--- config.mk ---
export PLATFORM = sky130hd
export DESIGN_NAME = ag_seq_top
export DESIGN_NICKNAME = d
export VERILOG_FILES = /design/src/rtl/ag_pkg.sv /design/src/rtl/ag_progmem.sv /design/src/rtl/ag_loopctl.sv /design/src/rtl/ag_addrpath.sv /design/src/rtl/ag_seq_top.sv
export SDC_FILE = /design/constraint.sdc
export NUM_CORES = 2
export LEC_CHECK = 0
export BUFFER_PORTS_ARGS = -buffer_cell sky130_fd_sc_hd__buf_4
export CORE_MARGIN = 5
export CORE_UTILIZATION = 25
export CTS_CLUSTER_DIAMETER = 40
export CTS_CLUSTER_SIZE = 12
export DETAILED_ROUTE_END_ITERATION = 10
export HOLD_SLACK_MARGIN = 0.15
export PLACE_DENSITY = 0.48
export SLEW_MARGIN = 20
export SYNTH_ARGS = -nofsm -noshare
export SYNTH_HDL_FRONTEND = slang
export SYNTH_SLANG_ARGS = --single-unit
export TNS_END_PERCENT = 20
--- constraint.sdc ---
create_clock -name clk -period 13.4 [get_ports clk]
set_input_delay 2.01 -clock clk [delete_from_list [all_inputs] [get_ports clk]]
set_output_delay 2.01 -clock clk [all_outputs]
set_load 0.01 [all_outputs]
--- src/rtl/ag_pkg.sv ---
package ag_pkg;
  localparam int IW      = 32;
  localparam int OPC_LSB = 28;
  localparam int END_LSB = 16;
  localparam int IMM_W   = 16;

  typedef enum logic [3:0] {
    OP_HALT      = 4'd0,
    OP_SETBASE   = 4'd1,
    OP_SETSTRIDE = 4'd2,
    OP_SETMOD    = 4'd3,
    OP_SETBR     = 4'd4,
    OP_POST      = 4'd5,
    OP_PRE       = 4'd6,
    OP_BREV      = 4'd7,
    OP_LOOP      = 4'd8
  } ag_op_e;
endpackage

--- src/rtl/ag_progmem.sv ---
module ag_progmem #(
  parameter int DEPTH = 64,
  parameter int W     = 32,
  parameter int AWD   = $clog2(DEPTH)
) (
  input  logic           clk,
  input  logic           we,
  input  logic [AWD-1:0] waddr,
  input  logic [W-1:0]   wdata,
  input  logic           re,
  input  logic [AWD-1:0] raddr,
  output logic [W-1:0]   rdata
);
  logic [W-1:0] mem [DEPTH];

  always_ff @(posedge clk) begin
    if (we) mem[waddr] <= wdata;
  end

  // registered read with enable: only fetches when asked
  always_ff @(posedge clk) begin
    if (re) rdata <= mem[raddr];
  end
endmodule

--- src/rtl/ag_loopctl.sv ---
module ag_loopctl #(
  parameter int LEVELS  = 4,
  parameter int MAXBODY = 8,
  parameter int PCW     = 6,
  parameter int CW      = 16,
  parameter int DW      = $clog2(LEVELS+1)
) (
  input  logic           clk,
  input  logic           rst,
  input  logic           clear,
  input  logic           step,
  input  logic           is_loop,
  input  logic [PCW-1:0] pc,
  input  logic [PCW-1:0] loop_end,
  input  logic [CW-1:0]  loop_cnt,
  output logic [PCW-1:0] next_pc,
  output logic           loop_bad,
  output logic [DW-1:0]  depth
);
  localparam int IXW = (LEVELS > 1) ? $clog2(LEVELS) : 1;

  logic [PCW-1:0] st_q [LEVELS];
  logic [PCW-1:0] en_q [LEVELS];
  logic [CW-1:0]  cn_q [LEVELS];
  logic [DW-1:0]  depth_q, new_depth;
  logic [PCW-1:0] pc_inc, body;
  logic           take, alive;
  logic [IXW-1:0] take_idx;

  assign depth = depth_q;

  always_comb begin
    pc_inc    = pc + 1'b1;
    body      = loop_end - pc;
    loop_bad  = is_loop && ((depth_q == DW'(LEVELS)) || (loop_end <= pc) ||
                            (body > PCW'(MAXBODY)) || (loop_cnt == '0));
    next_pc   = pc_inc;
    new_depth = depth_q;
    take      = 1'b0;
    take_idx  = '0;
    alive     = 1'b1;
    if (!is_loop) begin
      // walk from the innermost open level outward
      for (int i = LEVELS-1; i >= 0; i--) begin
        if (alive && (i < int'(depth_q))) begin
          if (pc == en_q[i]) begin
            if (cn_q[i] > CW'(1)) begin
              next_pc   = st_q[i];
              take      = 1'b1;
              take_idx  = IXW'(i);
              new_depth = DW'(i + 1);
              alive     = 1'b0;
            end else begin
              new_depth = DW'(i);
            end
          end else begin
            alive = 1'b0;
          end
        end
      end
    end
  end

  always_ff @(posedge clk) begin
    if (rst || clear) begin
      depth_q <= '0;
    end else if (step) begin
      if (is_loop) begin
        if (!loop_bad) depth_q <= depth_q + 1'b1;
      end else begin
        depth_q <= new_depth;
      end
    end
  end

  always_ff @(posedge clk) begin
    if (step && !clear) begin
      if (is_loop && !loop_bad) begin
        st_q[depth_q[IXW-1:0]] <= pc_inc;
        en_q[depth_q[IXW-1:0]] <= loop_end;
        cn_q[depth_q[IXW-1:0]] <= loop_cnt;
      end else if (take) begin
        cn_q[take_idx] <= cn_q[take_idx] - 1'b1;
      end
    end
  end
endmodule

--- src/rtl/ag_addrpath.sv ---
module ag_addrpath import ag_pkg::*; #(
  parameter int AW    = 16,
  parameter int BRMAX = 6
) (
  input  logic             clk,
  input  logic             rst,
  input  logic             clear,
  input  logic             step,
  input  logic [3:0]       op,
  input  logic [IMM_W-1:0] imm,
  output logic [AW-1:0]    addr_out,
  output logic             addr_valid
);
  localparam int BLW = $clog2(BRMAX+1);

  logic [AW-1:0]    base_q, ptr_q, stride_q, len_q;
  logic [BLW-1:0]   blog_q, imm_blog;
  logic [BRMAX-1:0] bcnt_q, rev, bmask;
  logic [AW-1:0]    s_raw, s_wrap;

  always_comb begin
    s_raw  = ptr_q + stride_q;
    s_wrap = ((len_q != '0) && (s_raw >= len_q)) ? (s_raw - len_q) : s_raw;
    rev    = '0;
    bmask  = '0;
    for (int i = 0; i < BRMAX; i++) begin
      if (i < int'(blog_q)) begin
        rev[i]   = bcnt_q[int'(blog_q) - 1 - i];
        bmask[i] = 1'b1;
      end
    end
    imm_blog = (int'(imm[BLW-1:0]) > BRMAX) ? BLW'(BRMAX) : imm[BLW-1:0];
  end

  always_ff @(posedge clk) begin
    if (rst || clear) begin
      base_q <= '0; ptr_q <= '0; stride_q <= '0; len_q <= '0;
      blog_q <= '0; bcnt_q <= '0;
      addr_out <= '0; addr_valid <= 1'b0;
    end else begin
      addr_valid <= 1'b0;
      if (step) begin
        case (op)
          OP_SETBASE: begin
            base_q <= AW'(imm); ptr_q <= '0; bcnt_q <= '0;
          end
          OP_SETSTRIDE: stride_q <= AW'(imm);
          OP_SETMOD:    len_q    <= AW'(imm);
          OP_SETBR:     blog_q   <= imm_blog;
          OP_POST: begin
            addr_out   <= base_q + ptr_q;
            ptr_q      <= s_wrap;
            addr_valid <= 1'b1;
          end
          OP_PRE: begin
            addr_out   <= base_q + s_wrap;
            ptr_q      <= s_wrap;
            addr_valid <= 1'b1;
          end
          OP_BREV: begin
            addr_out   <= base_q + AW'(rev);
            bcnt_q     <= (bcnt_q + 1'b1) & bmask;
            addr_valid <= 1'b1;
          end
          default: ;
        endcase
      end
    end
  end
endmodule

--- src/rtl/ag_seq_top.sv ---
module ag_seq_top import ag_pkg::*; #(
  parameter int AW         = 16,
  parameter int PROG_DEPTH = 64,
  parameter int LEVELS     = 4,
  parameter int MAXBODY    = 8,
  parameter int BRMAX      = 6,
  parameter int PCW        = $clog2(PROG_DEPTH)
) (
  input  logic           clk,
  input  logic           rst,
  input  logic           prog_we,
  input  logic [PCW-1:0] prog_waddr,
  input  logic [31:0]    prog_wdata,
  input  logic           start,
  input  logic           req,
  output logic [AW-1:0]  addr_out,
  output logic           addr_valid,
  output logic           done,
  output logic           err
);
  localparam int DW = $clog2(LEVELS+1);

  logic           run_q, done_q, err_q;
  logic [PCW-1:0] pc_q, next_pc, fetch_addr;
  logic [IW-1:0]  ir;
  logic [3:0]     op;
  logic           step, is_halt, is_loop, fetch_en, loop_bad;
  logic [DW-1:0]  loop_depth;

  assign op         = ir[OPC_LSB +: 4];
  assign step       = run_q & req & ~start;
  assign is_halt    = (op == OP_HALT);
  assign is_loop    = (op == OP_LOOP);
  assign fetch_en   = start | (step & ~is_halt);
  assign fetch_addr = start ? '0 : next_pc;

  ag_progmem #(.DEPTH(PROG_DEPTH), .W(IW), .AWD(PCW)) u_mem (
    .clk(clk), .we(prog_we), .waddr(prog_waddr), .wdata(prog_wdata),
    .re(fetch_en), .raddr(fetch_addr), .rdata(ir)
  );

  ag_loopctl #(.LEVELS(LEVELS), .MAXBODY(MAXBODY), .PCW(PCW), .CW(IMM_W), .DW(DW)) u_loop (
    .clk(clk), .rst(rst), .clear(start), .step(step), .is_loop(is_loop),
    .pc(pc_q), .loop_end(PCW'(ir[END_LSB +: 6])), .loop_cnt(ir[IMM_W-1:0]),
    .next_pc(next_pc), .loop_bad(loop_bad), .depth(loop_depth)
  );

  ag_addrpath #(.AW(AW), .BRMAX(BRMAX)) u_ap (
    .clk(clk), .rst(rst), .clear(start), .step(step), .op(op),
    .imm(ir[IMM_W-1:0]), .addr_out(addr_out), .addr_valid(addr_valid)
  );

  always_ff @(posedge clk) begin
    if (rst) begin
      run_q <= 1'b0; done_q <= 1'b0; err_q <= 1'b0; pc_q <= '0;
    end else if (start) begin
      run_q <= 1'b1; done_q <= 1'b0; err_q <= 1'b0; pc_q <= '0;
    end else if (step) begin
      pc_q  <= next_pc;
      err_q <= err_q | loop_bad;
      if (is_halt) begin
        run_q  <= 1'b0;
        done_q <= 1'b1;
      end
    end
  end

  assign done = done_q;
  assign err  = err_q;
endmodule

## Word-level counts from Yosys, hierarchy flattened

Memories as Yosys holds them, arrays and structs flattened. A register that Yosys moved wholly into a read port is not among the register bits.
Cells that the tools add are included.

| storage, ports and cells | value |
|---|---|
| bits in registers | 102 |
| bits in latches | 0 |
| RAM bits | 2160 |
| memory bits (read-only) | 0 |
| input port bits | 43 |
| output and inout bits | 19 |
| memories kept | 4 |

| operators by class | value |
|---|---|
| add/subtract/negate cells | 16 |
| $mul | 0 |
| divide/modulo/power cells | 0 |
| order comparisons | 24 |
| eq/ne operators | 14 |
| shift-type cells | 0 |
| muxes and demuxes | 117 |
| bitwise logic cells | 9 |
| reductions and logical operators | 36 |

Memory list:

| name | depth | width | read ports | clocked after Yosys merged registers in | write ports | RTL line | RTL |
|---|---|---|---|---|---|---|---|
| u_mem.mem | 64 | 32 | 1 | 1 | 1 | ag_progmem.sv:14 | `logic [W-1:0] mem [DEPTH];` |
| u_loop.cn_q | 4 | 16 | 5 | 0 | 1 | ag_loopctl.sv:24 | `logic [CW-1:0] cn_q [LEVELS];` |
| u_loop.en_q | 4 | 6 | 4 | 0 | 1 | ag_loopctl.sv:23 | `logic [PCW-1:0] en_q [LEVELS];` |
| u_loop.st_q | 4 | 6 | 4 | 0 | 1 | ag_loopctl.sv:22 | `logic [PCW-1:0] st_q [LEVELS];` |

Operator list:

| kind | count |
|---|---|
| 32-bit by 5-bit less-than comparator with 1-bit output, second input constant | 6 |
| 6-bit two-way mux | 14 |
| 1-bit two-way mux | 65 |
| 16-bit by 1-bit > comparator with 1-bit output, second input constant | 4 |
| 32-bit by 3-bit subtractor with 32-bit output, second input constant | 2 |
| 32-bit by 4-bit subtractor with 32-bit output, second input constant | 2 |
| 16-bit adder | 3 |
| 16-bit one-hot mux with 3 select lines | 1 |
| 3-bit two-way mux | 12 |
| 16-bit two-way mux | 2 |
| 16-bit one-hot mux with 2 select lines | 1 |
| 32-bit by 2-bit subtractor with 32-bit output, second input constant | 1 |
| 2-bit two-way mux | 15 |
| 6-bit == test | 4 |
| 2-bit AND reduction | 10 |
| 1-bit binary-select mux with 3-bit select | 6 |
| 16-bit by 6-bit adder with 16-bit output | 1 |
| 4-bit by 3-bit == test with 1-bit output, second input constant | 4 |
| 16-bit greater-or-equal comparator | 1 |
| 16-bit logical NOT | 1 |
| 16-bit nonzero test | 1 |
| 16-bit OR reduction | 1 |
| 16-bit by 1-bit subtractor with 16-bit output, second input constant | 1 |
| 16-bit subtractor | 1 |
| other kinds (28) | 57 |

## Logic depth before layout (Yosys ltp)

An unclocked memory read counts as a cell.

| logic depth | value |
|---|---|
| depth after elaboration | 23 |
| depth in mapped cells | 36 |

## Hierarchy

A second synthesis with hierarchy kept.

| unflattened totals | value |
|---|---|
| cells, all modules | 4711 |
| area total of the unflattened synthesis | 91778.0 sq um |

By module, submodules not included:

| module | instances | cells each | area each (sq um) |
|---|---|---|---|
| ag_progmem | 1 | 3324 | 78833.1 |
| ag_addrpath | 1 | 851 | 6381.1 |
| ag_loopctl | 1 | 483 | 6077.1 |
| ag_seq_top | 1 | 53 | 486.7 |

## Worst setup path after synthesis

Ideal clock, no wire load.

| timing | value |
|---|---|
| kind | register to register |
| start point | reg u_ap.ptr_q[0] |
| end point | reg u_ap.addr_out[15] |
| arrival time | 7.299 ns |
| data required time | 13.337 ns |
| setup slack | 6.039 ns |
| stages on the path, launching flop included | 36 |
| path buffers | 2 |
| period minus slack after synthesis | 7.361 ns |
| cells stage by stage | dfxtp_1 ha_1 inv_1 fa_1 nor2b_1 o21ai_0 a21boi_0 o21ai_0 a21oi_1 o21ai_0 a21boi_0 o21ai_0 a21o_1 xnor2_1 ha_1 nand4_1 or4_1 a31oi_1 clkbuf_1 buf_1 a21oi_1 a221oi_1 a21oi_1 ha_1 a21o_1 a21oi_1 nor2b_1 o21a_1 o22a_1 a211oi_1 o31ai_1 o21ai_0 nand2b_1 xnor2_1 or4_1 nand3_1 |

| between the ends | value |
|---|---|
| longest elaborated chain between the ends | 6 |
| elaborated cells between the ends (all ways) | 8 |

RTL lines:

| element | RTL line | RTL |
|---|---|---|
| start: declaration | ag_addrpath.sv:16 | `logic [AW-1:0] base_q, ptr_q, stride_q, len_q;` |
| start signal: assignment | ag_addrpath.sv:52 | `ptr_q <= s_wrap;` |
| start signal: assignment | ag_addrpath.sv:57 | `ptr_q <= s_wrap;` |
| 16-bit adder | ag_addrpath.sv:22 | `s_raw = ptr_q + stride_q;` |
| 16-bit greater-or-equal comparator | ag_addrpath.sv:23 | `s_wrap = ((len_q != '0) && (s_raw >= len_q)) ? (s_raw - len_q) : s_raw;` |
| 1-bit logical AND | ag_addrpath.sv:23 |  |
| 16-bit two-way mux | ag_addrpath.sv:23 |  |
| 16-bit adder | ag_addrpath.sv:56 | `addr_out <= base_q + s_wrap;` |
| 16-bit one-hot mux with 3 select lines * | ag_addrpath.sv:43 | `case (op)` |
| end signal: assignment | ag_addrpath.sv:51 | `addr_out <= base_q + ptr_q;` |
| end signal: assignment | ag_addrpath.sv:56 |  |
| end signal: assignment | ag_addrpath.sv:61 | `addr_out <= base_q + AW'(rev);` |
| end: declaration | ag_addrpath.sv:11 | `output logic [AW-1:0] addr_out,` |

Mark *: on every way between the ends. The rest lies on a longest branch, timed or not.
A chain may end at the register's enable or synchronous reset.

## Worst setup path after layout

Ends and elaborated chain as after synthesis.

==> flow_summary.ini <==
[floorplan]
pin_count = 62
core_area_um2 = 308000
dieArea_um2 = 321000
start_util_pct = 25.1
rows = 204
die_h_um = 566
die_w_um = 566

[setup_path]
critPathBufInv = 2
required_ns = 14.13
crit_top_cell = o21ai_0
startpoint_type = flip-flop
crit_start = u_ap.ptr_q[0]$_SDFFE_PP0P_
cp.depth = 35
rr_worst_depth = 35
slowest_delay_ns = 0.53
worst-setup-path-type = flip-flop to flip-flop
cp_slowest_cell = or4_1
r2r_slack_ns = 5.28
cp.arrival_ns = 8.85
worstSetupEndpointType = flip-flop
critPathCapture = u_ap.addr_out[15]$_SDFFE_PP0P_
crit_family = compound AO/OA/AOI/OAI gates
r2r-end = u_ap.addr_out[15]$_SDFFE_PP0P_
r2r-start = u_ap.ptr_q[0]$_SDFFE_PP0P_
cp_max_fo = 21

[routing]
vias = 46887
wl_um = 232000
viasPerCell = 4.74
wl_per_cell_um = 23.5
drc_errors = 0
drt.antenna.violating_nets = 0
drt-initial-drc-count = 4368
drt_pass1_iterations = 5

[final_layout]
num-nets-final = 5705
layout_commonest_cell = edfxtp_1
nFillCells = 30985
multi_input_area_um2 = 20200
final_cell_mix = edfxtp_1 (1802), nand2_1 (1034), mux2i_1 (464)
area_delta_synth_final_pct = 17.0
layout-drive-gt1-share_pct = 10.9
seq_area_um2 = 56200

[yosys]
syn_nets = 5627
ys.flop_type = edfxtp_1
netlist.area_leader.share_pct = 70.0
yosys-top-cells-area = edfxtp_1 (70%), mux2i_1 (6.0%), nand2_1 (5.0%)
synth_edf_count = 1802
synth-seq-cells = 1904
seq_area_frac_synth_pct = 72.6
async_reset_ff_share_pct = 0
avgSynthCellArea_um2 = 14.0
yosysUniqueCellTypes = 83
yosysWarnings = 0
synth_area_um2 = 77300
synth_top_area_cell = edfxtp_1
synthCells = 5517

[sta]
grt_setup_unrepaired = no
fin_crit_ns = 8.12
slew_viol_final = 0
fmax_mhz = 123
hold_viol_final = 0
setup-tns-final_ns = 0
relSlewSlack_pct = 26.1
setup_violations = 0
worstMarginPinSlew_ns = 1.11
timing.final.crit_share_pct = 60.6
fin_skew_ns = 0.0877

[pwr]
switching_power_uw = 2870
ir_worst_vdd_v = 0.000106
seqPwrFrac_pct = 50.4
combPwrFrac_pct = 3.8
sw_frac_of_total_pct = 21.9
power.density_nw_per_um2 = 145
p_int_uw = 10200
clkPwrFrac_pct = 45.8
p_leak_uw = 0.0276
finalPower_uw = 13100

[clocking]
insertion_delay_ns = 0.89
postCtsSetupRepairBufs = 0
htree_levels = 4
cts_buffer_depth = 4
postCtsResizedCells = 0
numClockSinks = 1904
root_buffer = clkbuf_16
cts.clk_slew.worst_paths_ns = 0.06
cts_tree = built
cts_buffers = 233
cts_hold_buffers = 0

[global_route]
grt_use_total_pct = 13.9
antenna_found_initial = 16
grt_pass1_vias = 45892
grt_pass1_wl_um = 332000
gr-total-overflow = 0
grt_max_degree = 149

[worst_hold_path]
worstHoldStart = u_ap.addr_out[9]$_SDFFE_PP0P_
hold_path_class = flip-flop to flip-flop

[run]
drv_cap = 0

[status]
run_status = completed

[placement]
dp_hpwl_um = 125000
gp_congestion = 0.794
io_buffers = 55
-- power groups by stage --
| stage | Combinational, µW | Clock, µW | Sequential (µW) |
|---|---|---|---|
| 2_1_floorplan | 249 | 0 | 6700 |
| 3_3_place_gp | 491 | 0 | 6720 |
| 3_5_place_dp | 499 | 0 | 6720 |
| 4_1_cts | 500 | 6130 | 6600 |
| 5_1_grt | 533 | 6380 | 6600 |
| 6_report | 494 | 5990 | 6600 |
-- synthesized netlist by cell type, drive strengths merged, types with 16 or more instances --
master,instances
nand2,1036
mux2i,465
xnor2,45
edfxtp,1802
a21oi,236
o22ai,154
xor2,34
nor2,165
a32oi,110
a211oi,20
nor4,59
or2,34
a31oi,74
nor2b,16
inv,55
o2111ai,28
nand4,93
o21ai,134
clkbuf,220
dfxtp,102
nor3,37
buf,104
ha,64
nand3,249
-- area by class of cell --
type	count	area share, %
well taps	4120	5.70
multi-input cells	3233	22.3
clock inverters	121	1.28
clock buffers	270	6.73
flip-flops and latches	1904	62.0
inverters	56	0.232
diodes	13	0.0359
repair buffers	167	1.65
-- stage by stage --
step	setup slack, ns	hold slack, ns	instances	utilization (%)	cell area, µm²
4_1_cts	5.37	0.458	9866	29.3	90400
3_5_place_dp	5.46	0.453	9475	27.0	83100
2_1_floorplan	6.04	0.441	5517	-	77300
5_1_grt	4.60	0.476	9872	29.3	90500
3_3_place_gp	5.23	0.447	9470	26.9	83000
6_report	5.28	0.452	9884	29.4	90500
-- state kept, by name, summed over array words and instances, names as in the netlist --
register and cells:
u_mem.mem 1664, u_loop.cn_q 64, u_mem.rdata 26, u_loop.en_q 24, u_loop.st_q 24, u_ap.addr_out 16
u_ap.base_q 16, u_ap.len_q 16, u_ap.ptr_q 16, u_ap.stride_q 16, pc_q 6, u_ap.bcnt_q 6
u_ap.blog_q 3, u_loop.depth 3, done 1, err 1, run_q 1, u_ap.addr_valid 1
-- worst min-delay path, delay by kind of cell (launching register included) --
kind	cells	cell delay [ns]
DFF	1	0.30
AOI/OAI and AO/OA	1	0.05
and+or+nand+nor	1	0.05
-- per-layer routing --
metal,up-vias,share of wire [%],global-route usage (%)
li1,21128,-,-
met1,24121,45,19.6
met2,1304,47,22.7
met3,332,5.5,1.90
met4,2,2.2,3.20
met5,-,0.0030,0
-- cells by family (layout without fill, tap and decap cells) --
kind of cell,count (synthesis),in the layout,share of synthesized area (%)
and+or+nand+nor,1768,1768,10.1
adders and majority gates,67,67,1.11
buffers and inverters,380,614,2.00
AOI/OAI and AO/OA,835,835,6.86
muxes,484,484,6.37
DFF,1904,1904,72.6
xor gates and xnor gates,79,79,0.895
other,0,13,0
-- worst min-delay path by stage --
stage / slack, ns / cells past startpoint / to
after floorplan: 0.44 / 2 / u_ap.base_q[0]$_SDFFE_PP0P_
after global placement: 0.45 / 2 / u_ap.stride_q[8]$_SDFFE_PP0P_
after detailed placement: 0.45 / 2 / u_ap.addr_out[1]$_SDFFE_PP0P_
after CTS: 0.46 / 2 / u_ap.addr_out[9]$_SDFFE_PP0P_
after global routing: 0.48 / 2 / u_ap.base_q[14]$_SDFFE_PP0P_
final: 0.45 / 2 / u_ap.addr_out[9]$_SDFFE_PP0P_
Note: power is estimated with default switching activity, not from simulation.
